===== config.mk =====
export PLATFORM = sky130hd
export DESIGN_NAME = bt656_timing_rx
export DESIGN_NICKNAME = d
export VERILOG_FILES = /design/src/rtl/bt656_rx_pkg.sv /design/src/rtl/bt656_lane_select.sv /design/src/rtl/bt656_trs_detect.sv /design/src/rtl/bt656_line_len_check.sv /design/src/rtl/bt656_timing_rx.sv
export SDC_FILE = /design/constraint.sdc
export NUM_CORES = 1
export LEC_CHECK = 0
export BUFFER_PORTS_ARGS = -buffer_cell sky130_fd_sc_hd__buf_2
export CORE_ASPECT_RATIO = 1.2
export CORE_UTILIZATION = 40
export CTS_CLUSTER_SIZE = 20
export DETAILED_ROUTE_END_ITERATION = 8
export HOLD_SLACK_MARGIN = 0.06
export PLACE_DENSITY_LB_ADDON = 0.1
export SLEW_MARGIN = 10
export SYNTH_ARGS = -nofsm -noshare
export SYNTH_HDL_FRONTEND = slang
export SYNTH_SLANG_ARGS = --single-unit

===== constraint.sdc =====
create_clock -name clk -period 4.1 [get_ports clk]
set_input_delay 0.615 -clock clk [delete_from_list [all_inputs] [get_ports clk]]
set_output_delay 0.615 -clock clk [all_outputs]
set_load 0.02 [all_outputs]

===== src/rtl/bt656_rx_pkg.sv =====
package bt656_rx_pkg;

  localparam logic [7:0] PREAMBLE_FF = 8'hFF;
  localparam logic [7:0] PREAMBLE_00 = 8'h00;

  typedef struct packed {
    logic f;  // field
    logic v;  // vertical blank
    logic h;  // 1 = end of active video
  } trs_flags_t;

  function automatic logic [3:0] trs_protect(input trs_flags_t t);
    return {t.v ^ t.h, t.f ^ t.h, t.f ^ t.v, t.f ^ t.v ^ t.h};
  endfunction

endpackage


===== src/rtl/bt656_lane_select.sv =====
module bt656_lane_select #(
  parameter int BYTE_W = 8,
  parameter int LANES  = 2
) (
  input  logic                    clk,
  input  logic                    rst,
  input  logic [LANES*BYTE_W-1:0] din,
  input  logic                    lane_hi,
  output logic [BYTE_W-1:0]       byte_q
);

  logic [BYTE_W-1:0] lane_bytes [LANES];

  for (genvar g = 0; g < LANES; g++) begin : g_lane
    assign lane_bytes[g] = din[g*BYTE_W +: BYTE_W];
  end

  always_ff @(posedge clk) begin
    if (rst) byte_q <= '0;
    else     byte_q <= lane_hi ? lane_bytes[LANES-1] : lane_bytes[0];
  end

endmodule


===== src/rtl/bt656_trs_detect.sv =====
module bt656_trs_detect
  import bt656_rx_pkg::*;
(
  input  logic       clk,
  input  logic       rst,
  input  logic [7:0] byte_q,
  output logic       hit,
  output trs_flags_t flags,
  output logic       perr
);

  // the three bytes seen before byte_q, oldest in hist2
  logic [7:0] hist0, hist1, hist2;

  always_ff @(posedge clk) begin
    if (rst) begin
      hist0 <= '0;
      hist1 <= '0;
      hist2 <= '0;
    end else begin
      hist0 <= byte_q;
      hist1 <= hist0;
      hist2 <= hist1;
    end
  end

  always_comb begin
    hit   = (hist2 == PREAMBLE_FF) && (hist1 == PREAMBLE_00) &&
            (hist0 == PREAMBLE_00);
    flags = trs_flags_t'(byte_q[6:4]);
    perr  = !byte_q[7] || (byte_q[3:0] != trs_protect(flags));
  end

endmodule


===== src/rtl/bt656_line_len_check.sv =====
module bt656_line_len_check #(
  parameter int LINE_A = 1716,
  parameter int LINE_B = 1728,
  parameter int CNT_W  = 11
) (
  input  logic clk,
  input  logic rst,
  input  logic eav,
  input  logic sel_b,
  output logic len_err
);

  localparam logic [CNT_W-1:0] LEN_A = CNT_W'(LINE_A);
  localparam logic [CNT_W-1:0] LEN_B = CNT_W'(LINE_B);

  logic [CNT_W-1:0] cnt;
  logic             armed;
  logic [CNT_W-1:0] expect_len;

  assign expect_len = sel_b ? LEN_B : LEN_A;

  always_ff @(posedge clk) begin
    if (rst) begin
      cnt     <= '0;
      armed   <= 1'b0;
      len_err <= 1'b0;
    end else begin
      len_err <= 1'b0;
      if (eav) begin
        len_err <= armed && (cnt != expect_len);
        armed   <= 1'b1;
        cnt     <= CNT_W'(1);
      end else if (cnt != '1) begin
        cnt <= cnt + 1'b1;
      end
    end
  end


  first_eav_quiet_chk: assert property (@(posedge clk) disable iff (rst)
    (eav && !armed) |=> !len_err);

endmodule


===== src/rtl/bt656_timing_rx.sv =====
module bt656_timing_rx
  import bt656_rx_pkg::*;
#(
  parameter int ACTIVE_BYTES = 1440,
  parameter int LINE_525     = 1716,
  parameter int LINE_625     = 1728
) (
  input  logic        clk,
  input  logic        rst,
  input  logic [15:0] din,
  input  logic        lane_hi,
  input  logic        std625,
  output logic [7:0]  luma,
  output logic [7:0]  chroma,
  output logic        chroma_is_cr,
  output logic        sample_valid,
  output logic        field,
  output logic        vblank,
  output logic        line_start,
  output logic        line_end,
  output logic        prot_err,
  output logic        len_err
);

  localparam int LINE_MAX = (LINE_625 > LINE_525) ? LINE_625 : LINE_525;
  localparam int CNT_W    = $clog2(LINE_MAX + 2);
  localparam int ACT_W    = $clog2(ACTIVE_BYTES);
  localparam logic [ACT_W-1:0] ACT_LAST = ACT_W'(ACTIVE_BYTES - 1);

  logic [7:0]       byte_q;
  logic             hit;
  trs_flags_t       flags;
  logic             perr;
  logic             in_active;
  logic [ACT_W-1:0] act_cnt;
  logic [7:0]       chroma_hold;

  bt656_lane_select #(.BYTE_W(8), .LANES(2)) u_lane (
    .clk    (clk),
    .rst    (rst),
    .din    (din),
    .lane_hi(lane_hi),
    .byte_q (byte_q)
  );

  bt656_trs_detect u_trs (
    .clk   (clk),
    .rst   (rst),
    .byte_q(byte_q),
    .hit   (hit),
    .flags (flags),
    .perr  (perr)
  );

  bt656_line_len_check #(
    .LINE_A(LINE_525),
    .LINE_B(LINE_625),
    .CNT_W (CNT_W)
  ) u_len (
    .clk    (clk),
    .rst    (rst),
    .eav    (hit && !perr && flags.h),
    .sel_b  (std625),
    .len_err(len_err)
  );

  always_ff @(posedge clk) begin
    if (rst) begin
      luma         <= '0;
      chroma       <= '0;
      chroma_is_cr <= 1'b0;
      sample_valid <= 1'b0;
      field        <= 1'b0;
      vblank       <= 1'b0;
      line_start   <= 1'b0;
      line_end     <= 1'b0;
      prot_err     <= 1'b0;
      in_active    <= 1'b0;
      act_cnt      <= '0;
      chroma_hold  <= '0;
    end else begin
      line_start   <= 1'b0;
      line_end     <= 1'b0;
      prot_err     <= 1'b0;
      sample_valid <= 1'b0;
      if (hit) begin
        if (perr) begin
          prot_err <= 1'b1;
        end else begin
          field  <= flags.f;
          vblank <= flags.v;
          if (flags.h) begin
            line_end  <= 1'b1;
            in_active <= 1'b0;
          end else begin
            line_start <= 1'b1;
            in_active  <= !flags.v;
            act_cnt    <= '0;
          end
        end
      end else if (in_active) begin
        act_cnt <= act_cnt + 1'b1;
        if (act_cnt == ACT_LAST) in_active <= 1'b0;
        if (!act_cnt[0]) begin
          chroma_hold <= byte_q;
        end else begin
          luma         <= byte_q;
          chroma       <= chroma_hold;
          chroma_is_cr <= act_cnt[1];
          sample_valid <= 1'b1;
        end
      end
    end
  end


  no_back_to_back_valid_chk: assert property (@(posedge clk) disable iff (rst)
    sample_valid |=> !sample_valid);


  no_valid_in_vblank_chk: assert property (@(posedge clk) disable iff (rst)
    sample_valid |-> !vblank);


  strobes_exclusive_chk: assert property (@(posedge clk) disable iff (rst)
    !(line_start && line_end));


  bad_code_ignored_chk: assert property (@(posedge clk) disable iff (rst)
    prot_err |-> (!line_start && !line_end && $stable(field) && $stable(vblank)));


  len_err_on_eol_chk: assert property (@(posedge clk) disable iff (rst)
    len_err |-> line_end);

endmodule


---- Yosys cells after proc, flatten, opt, wreduce, memory -nomap -nowiden ----
Index checks and enable logic that the tools add are counted.
cells by class
  muxes and demuxes ....................... 17
  reductions and logical operators ........ 22
  eq/ne operators ......................... 7
  bitwise operators ....................... 9
  $add $sub $neg .......................... 2
operator list
  cell                                           number
  2-to-1 mux 11 bit                              4
  adder 11 x 1 -> 11 bit, second input constant  2
  zero test 8 bit                                2
  equality test 11 bit, second input constant    1
  2-to-1 mux 1 bit                               11
  != test 11 bit                                 1
  != test 11 bit, second input constant          1
  AND reduction 3 bit                            3
  equality test 8 bit, second input constant     1
  2-to-1 mux 8 bit                               1
  2-to-1 mux 7 bit                               1
  OR reduction 2 bit                             3
  OR reduction 3 bit                             2
  logical AND 1 bit                              5
  NOT 1 bit                                      5
  != test 2 bit, second input constant           2
  != test 4 bit                                  1
  nonzero test 2 bit                             2
  XOR 1 bit                                      4
  zero test 1 bit                                3
  AND reduction 2 bit                            1
  logical OR 1 bit                               1
storage, ports and cells
  output and inout bits ................... 24
  flip-flop bits (word level) ............. 88
  input bits .............................. 20

---- Logic depth before layout (Yosys ltp) ----
Gate-level depths: netlist of run 1.
  word-level depth ........................ 9
  depth in mapped cells ................... 9

---- Hierarchy ----
From an unflattened synthesis of run 1, not the netlist that was laid out.
second synthesis, totals
  cells, all modules ...................... 363
  area, all modules ....................... 3494.6 µm²
by module, submodules not included
  module                cells an instance  times used  seq. area each (µm²)  area each (µm²)
  bt656_timing_rx       186                1           860.8                 1719.1
  bt656_trs_detect      80                 1           480.5                 860.8
  bt656_line_len_check  71                 1           260.2                 629.4
  bt656_lane_select     26                 1           160.2                 285.3

---- Least setup slack after synthesis of run 1 ----
OpenSTA, ideal clock, no wires.
  path kind ............................... register to register
  start ................................... register u_lane.byte_q[4]
  end ..................................... register act_cnt[1]
  setup slack ............................. 1716 ps
  buffers on the path ..................... 2
  stages on the path, launching flop included .. 10
  library setup time ...................... 121 ps
  data required time ...................... 3979 ps
  arrival ................................. 2263 ps
  path through ............................ dfxtp_1 -> clkbuf_1 -> inv_1 -> ha_1 -> xnor2_1 -> o211ai_1 -> or3_1 -> o41ai_1 -> buf_2 -> o31ai_1
between the ends
  word-level cells in the longest chain between the ends .. 5
  elaborated cells on any way between the ends .. 8
  classes of those cells .................. eq/ne (3); bitwise (3); reduce/logical (2)
ends and longest elaborated chain
  element                            RTL line                 RTL
  start: declaration                 bt656_lane_select.sv:9   output logic [BYTE_W-1:0] byte_q
  start signal: assignment           bt656_lane_select.sv:20  else byte_q <= lane_hi ? lane_bytes[LANES-1] : lane_bytes[0];
  XOR 1 bit                          bt656_rx_pkg.sv:13       return {t.v ^ t.h, t.f ^ t.h, t.f ^ t.v, t.f ^ t.v ^ t.h};
  != test 4 bit                      bt656_trs_detect.sv:31   perr = !byte_q[7] || (byte_q[3:0] != trs_protect(flags));
  logical OR 1 bit                   bt656_trs_detect.sv:31
  != test 2 bit (no line)            n/a
  AND reduction 3 bit (no line) (*)  n/a
  end signal: assignment             bt656_timing_rx.sv:102   act_cnt <= act_cnt + 1'b1;
  end: declaration                   bt656_timing_rx.sv:35    logic [ACT_W-1:0] act_cnt;
Mark *: on every way between the ends. The rest lies on a longest branch, timed or not.
A chain may end at the register's enable or synchronous reset.

---- Final worst setup path of run 1 ----
  start ................................... register u_trs.hist1[1]
  end ..................................... register vblank
between the ends
  word-level cells in the longest chain between the ends .. 4
ends and longest elaborated chain
  element                          RTL line                RTL
  start: declaration               bt656_trs_detect.sv:13  logic [7:0] hist0, hist1, hist2;
  start signal: assignment         bt656_trs_detect.sv:22  hist1 <= hist0;
  zero test 8 bit                  bt656_trs_detect.sv:28  hit = (hist2 == PREAMBLE_FF) && (hist1 == PREAMBLE_00) &&
  logical AND 1 bit (2 in series)  bt656_trs_detect.sv:28
  AND reduction 2 bit (no line)    n/a
  end signal: assignment           bt656_timing_rx.sv:91   vblank <= flags.v;
  end: declaration                 bt656_timing_rx.sv:18   output logic vblank,
Every way passes these cells.

==> results.cfg, run 1 <==
[run_status]
outcome = complete, no violations

[synth]
synth_enable_flop_cells = 0
synth_area_leaders = dfxtp_1 (50%), mux2i_1 (9.4%), nor2_1 (5.5%)
yosys_register_bits = 88
async_reset_ff_share_pct = 0
synth_warnings = 0
synth.largest_area_cell = dfxtp_1
syn_avg_cell_area_um2 = 9.72
synth_ff_type = dfxtp_1
synth_top_cell_area_share_pct = 50.3
synth_nets = 384
synth_seq_area_share_pct = 50.3
ys_types = 45
synthCells = 360
syn_area_mm2 = 0.00350

[timing]
tns_ns = 0
worstMarginPinSlew_ns = 0.799
rsz0062_at_grt = no
fin_crit_ns = 2.58
drv_slew = 0
fin_skew_ns = 0.0139
slew_headroom_pct = 46.2
fin_crit_sh_pct = 63.0
hold_violations = 0
fmax_mhz = 387
finalSetupViolCount = 0

[cells_and_area]
drive_above_1_share_pct = 16.7
antenna_cells = 0
syn2layout_area_growth_pct = 14.6
fin_nets = 421
stdcell_count = 519
fin_util_pct = 47.1

[power_and_ir_drop]
p_total_w = 0.00162
vdd_drop_max_v = 0.000173
leakage_nw = 1.70
power_density_mw_per_mm2 = 403

[detailed_routing]
post-route-drc-count = 0
viasPerCell = 4.90
dr.pass1.iters = 4
via_count = 2541
drt-initial-drc-count = 90
antenna_left = 0
wl_per_cell_um = 13.6
drt_wl_total_mm = 7.05

[worst_setup_path]
r2r-start = u_trs.hist1[1]
reg2reg_setup_slack_ns = 1.52
max_stage_delay_ns = 0.60
crit_start = u_trs.hist1[1]
crit_slowest_cell = or4_4
cp_data_arrival_time_ns = 2.84
path_class = register to register
crit_chain = nor4b_1, nand4_1, or2_1, or4_4, mux2_4
r2r-end = vblank
critPathMaxFanout = 13
endpoint_kind = register
crit_path_end = vblank
critPathRequiredTime_ns = 4.36
reg2regPathDepth = 5
crit_path_start_kind = register

[die]
fp.dieH_um = 104
io_pins = 44
rows = 37
start_util_pct = 41.1
dieWidth_um = 87.4
die_area_mm2 = 0.00913
core_area_mm2 = 0.00852

[placed_design]
dp_cells = 503
routabilityCongestion = 0.747
port_buffers = 43
hpwl_mm = 4.79

[global_route]
track_usage_pct = 17.0
overflow = 0
grt_use_met2_pct = 27.2
antenna_found_initial = 0
grt.met1_usage_pct = 21.3
globalRoute.busiestLayer = met2
grt_pass1_vias = 2442
grtUsageMet3_pct = 3.81
grt_max_degree = 71
grt_pass1_wl_mm = 11.8

[job]
max_cap_violations = 0

[clock_network]
numCtsBuffers = 9
path_clk_slew_ns = 0.09
cts_sinks = 88
ctsRootBufferMaster = clkbuf_8
max-clock-path-buffers = 2
post_cts_buffers = 0
cts_resized = 0
clk_latency_ns = 0.36
cts-hold-fix-buffers = 0
cts_tree = yes
cts_max_level = 3

[worst_hold_path]
hp-class = register to register
hp-start = u_trs.hist1[1]
==> stage by stage <==
| stage | hold WS, ns | cell area [um2] | setup slack, ns |
|---|---|---|---|
| global placement | 0.451 | 3790 | 1.58 |
| floorplan | 0.434 | 3500 | 1.72 |
| detailed placement | 0.457 | 3790 | 1.54 |
| finish | 0.462 | 4010 | 1.52 |
| global route | 0.486 | 4010 | 1.31 |
| CTS | 0.468 | 4010 | 1.53 |
==> critical path, delay by kind of cell, from the launching register on <==
family	cells	cell delay, ns
flops	1	0.31
mux	1	0.31
simple gates	4	1.86
==> worst min path at each step <==
| stage | to | slack [ns] | depth (start not counted) |
|---|---|---|---|
| 6_report | u_trs.hist2[1] | 0.46 | 1 |
| 4_1_cts | u_trs.hist2[1] | 0.47 | 1 |
| 3_5_place_dp | u_trs.hist2[2] | 0.46 | 1 |
| 2_1_floorplan | u_len.len_err | 0.43 | 2 |
| 3_3_place_gp | u_trs.hist1[4] | 0.45 | 1 |
| 5_1_grt | u_trs.hist2[3] | 0.49 | 1 |
==> layout make-up <==
class	count	area (um2)
multi-input cells	242	1610
inverters	10	37.5
fillers	870	4510
flip-flops and latches	88	1760
well taps	117	146
repair buffers	46	238
clock buffers	10	128
clock inverters	6	90.1
==> registers in the layout (all words and copies together), names as in the netlist, 8 cells and up <==
register,flops
u_trs.hist2,8
u_trs.hist1,8
chroma_hold,8
u_len.cnt,11
u_trs.hist0,8
act_cnt,11
luma,8
chroma,8
u_lane.byte_q,8
==> cells in the final DEF, fill, tap and decap left out, types with 3 or more instances in the layout <==
| cell | instances |
|---|---|
| xor2_1 | 10 |
| and4_1 | 3 |
| ha_1 | 4 |
| nor4_1 | 6 |
| xnor2_1 | 5 |
| nor2b_1 | 25 |
| buf_2 | 43 |
| clkbuf_8 | 9 |
| a21oi_1 | 7 |
| o21ai_0 | 10 |
| or3b_1 | 3 |
| nand4_1 | 7 |
| buf_4 | 3 |
| mux2i_1 | 33 |
| nand3b_1 | 3 |
| inv_1 | 9 |
| nor3_1 | 12 |
| nor4b_1 | 3 |
| nand2_1 | 12 |
| o31ai_1 | 3 |
| a211oi_1 | 3 |
| nand3_1 | 9 |
| or3_1 | 4 |
| dfxtp_1 | 88 |
| o211ai_1 | 5 |
| nor2_1 | 51 |
==> logic make-up after synthesis <==
logic type	after synthesis	share of synthesized area, %
multiplexers	35	10.3
AND/OR/NAND/NOR	147	22.1
adder cells (fa/ha/maj)	4	1.43
flip-flops	88	50.3
AO/OA/AOI/OAI	41	8.40
XOR/XNOR	15	3.75
buffers and inverters	30	3.65
==> synth_stat cells (3+ instances only) <==
master and count:
xnor2_1 5, a21oi_1 7, nor3_1 12, nor4b_1 3, clkbuf_1 15, xor2_1 10, nor2b_1 25, ha_1 4
nand2_1 12, mux2i_1 33, nand3_1 9, inv_1 9, a211oi_1 3, dfxtp_1 88, or3_1 4, buf_2 3
or3b_1 3, o31ai_1 3, nand4_1 7, o21ai_0 10, and4_1 3, o211ai_1 5, nand3b_1 3, nor2_1 51
nor4_1 6
==> layer usage <==
metal / up-vias / wire length, um / part of all wire (%)
li1: 1328 / - / -
met1: 1170 / 3290 / 47
met2: 34 / 3430 / 49
met3: 9 / 197 / 2.8
met4: 0 / 138 / 2.0
met5: - / 0 / 0
==> power breakdown <==
part,leakage [nW],internal [W],switching (W)
registers,0.714,0.000869,0.0000179
logic,0.879,0.0000316,0.0000400
clock network,0.107,0.000347,0.000312
Note: power is estimated with default switching activity, not from simulation.
==> run 2: changes to the inputs <==
- ABC_AREA: default -> 1
- clock period: 4.1 -> 2.4 ns (I/O delays scaled with it)
==> run 2 against run 1 <==
Against the previous run: non-clock buffer count is 1 higher; die area is 6.6% higher; setup slack worse by 1.1 ns; largest power group unchanged; final cell count is 30% higher; critical path type unchanged; core utilization is 0.32 points higher; synthesized cell count is 41% higher.
==> results.cfg, run 2 <==
[clock_network]
cts_max_level = 3
cts_sinks = 88
path_clk_slew_ns = 0.08
cts_resized = 0
post_cts_buffers = 0
max-clock-path-buffers = 2
cts_tree = yes
numCtsBuffers = 9
ctsRootBufferMaster = clkbuf_8
cts-hold-fix-buffers = 0
clk_latency_ns = 0.36

[worst_setup_path]
cp_data_arrival_time_ns = 2.24
path_class = register to register
reg2regPathDepth = 11
endpoint_kind = register
crit_path_start_kind = register
critPathMaxFanout = 11
cp.depth = 11
r2r-start = u_lane.byte_q[5]
max_stage_delay_ns = 0.42
reg2reg_setup_slack_ns = 0.38
critPathRequiredTime_ns = 2.62
cp_top_family = simple AND/OR/NAND/NOR gates
crit_slowest_cell = dfxtp_1
r2r-end = act_cnt[0]
crit_chain = inv_1, ha_1, inv_1, nand2_1, nand3_1, nor2_2, nand3_2, nand2_2, nand2_2, nand2_1, a21oi_1
crit_buf_inv = 2

[die]
io_pins = 44
core_area_mm2 = 0.00903
start_util_pct = 41.3
fp.dieH_um = 108
die_area_mm2 = 0.00973
dieWidth_um = 90.2
rows = 38

[cells_and_area]
layout_commonest_cell = nor2_1
antenna_cells = 0
layout_common_cells = nor2_1 (113), dfxtp_1 (88), nand2_1 (84), inv_1 (61), buf_2 (43)
fin_nets = 576
fill_cells = 959
syn2layout_area_growth_pct = 14.7
drive_above_1_share_pct = 18.2
fin_util_pct = 47.4
top_regs = act_cnt: 11 flops, u_len.cnt: 11 flops

[detailed_routing]
post-route-drc-count = 0
wl_per_cell_um = 11.3
antenna_left = 0
dr.pass1.iters = 4
viasPerCell = 4.56
drt_wl_total_mm = 7.64
via_count = 3081
drt-initial-drc-count = 125

[run_status]
outcome = complete, no violations

[timing]
drv_slew = 0
worstMarginPinSlew_ns = 0.533
tns_ns = 0
hold_violations = 0
fin_crit_sh_pct = 84.1
fin_skew_ns = 0.00852
rsz0062_at_grt = no
fin_crit_ns = 2.02
fmax_mhz = 495
slew_headroom_pct = 64.5
finalSetupViolCount = 0

[worst_hold_path]
hp-start = din[10]
min_to = u_lane.byte_q[2]
whs_path_depth = 3
hp-class = input port to register

[power_and_ir_drop]
p_total_w = 0.00284
leakage_nw = 2.00
vdd_drop_max_v = 0.000324
power_density_mw_per_mm2 = 663

[synth]
synth_seq_area_share_pct = 47.2
synth_area_leaders = dfxtp_1 (47%), nor2_1 (11%), nand2_1 (8.4%)
async_reset_ff_share_pct = 0
syn_avg_cell_area_um2 = 7.34
syn_area_mm2 = 0.00373
yosys_register_bits = 88
synth_nets = 533
synth_warnings = 0
synth.largest_area_cell = dfxtp_1
ys_types = 34
synthCells = 509
synth_ff_type = dfxtp_1
yosysMostFrequentCell = nor2_1
yosys-top-cells-count = nor2_1 (113), dfxtp_1 (88), nand2_1 (84)
synth_enable_flop_cells = 0
synth_top_cell_area_share_pct = 47.2

[global_route]
grt_pass1_vias = 2958
grt_pass1_wl_mm = 13.6
track_usage_pct = 17.5
overflow = 0
grt_max_degree = 47
antenna_found_initial = 0

[placed_design]
port_buffers = 43
routabilityCongestion = 0.757
hpwl_mm = 5.41

[job]
max_cap_violations = 0
[run 2: changes by cell type after synthesis, moves of 25 or more]
cell	previous run	this run
nand3_1	9	35
mux2i_1	33	0
nor2b_1	25	0
inv_1	9	61
nand2_1	12	84
nor2_1	51	113
[run 2: worst min-delay path: cells and delay by family]
| family | cells | cell delay (ns) |
|---|---|---|
| buffers and inverters | 1 | 0.08 |
| AND/OR/NAND/NOR | 2 | 0.11 |
[run 2: power breakdown]
group / switching, W / internal [W] / leakage (nW)
Clock: 0.000507 / 0.000683 / 0.119
Combinational: 0.0000870 / 0.0000493 / 1.16
Sequential: 0.0000247 / 0.00149 / 0.714
[run 2: worst max path at each step]
stage / slack (ns) / endpoint / from
after global placement: 0.46 / act_cnt[0] / u_lane.byte_q[5]
after CTS: 0.38 / act_cnt[0] / u_lane.byte_q[5]
final: 0.38 / act_cnt[0] / u_lane.byte_q[5]
after floorplan: 0.74 / u_len.cnt[9] / u_lane.byte_q[4]
after detailed placement: 0.39 / act_cnt[0] / u_lane.byte_q[5]
after global routing: 0.15 / act_cnt[0] / u_lane.byte_q[5]
[run 2: kinds of logic (layout without fill, tap and decap cells)]
group           after synthesis  after routing  share of synthesized area [%]
flops                        88             88                           47.2
compound gates               56             56                           8.71
simple gates                270            270                           31.6
xor+xnor                     10             10                           2.34
fa+ha+maj                     4              4                           1.34
buf+inv                      81            128                           8.81
[run 2: final cells by class]
class                   count  area [um2]  share of cell area [%]
clock buffers               9         124                    2.89
clock inverters             6         109                    2.54
inverters                  66         249                    5.81
multi-input cells         340        1640                    38.4
flip-flops and latches     88        1760                    41.1
well taps                 120         150                    3.51
repair buffers             47         245                    5.73
[run 2: routing by layer]
layer,global-route usage (%),wire (um),share of wire [%]
met1,21.2,3620,47
met2,28.9,3540,46
met5,0,0,0
met4,10.6,227,3.0
met3,3.25,259,3.4
[run 2: metrics by stage]
stage / hold slack, ns / cell area, um2 / cells / setup slack (ns)
4_1_cts: 0.211 / 4280 / 676 / 0.379
3_5_place_dp: 0.410 / 4050 / 661 / 0.392
6_report: 0.224 / 4280 / 676 / 0.381
2_1_floorplan: 0.403 / 3730 / 509 / 0.742
5_1_grt: 0.219 / 4280 / 676 / 0.149
3_3_place_gp: 0.410 / 4050 / 661 / 0.459
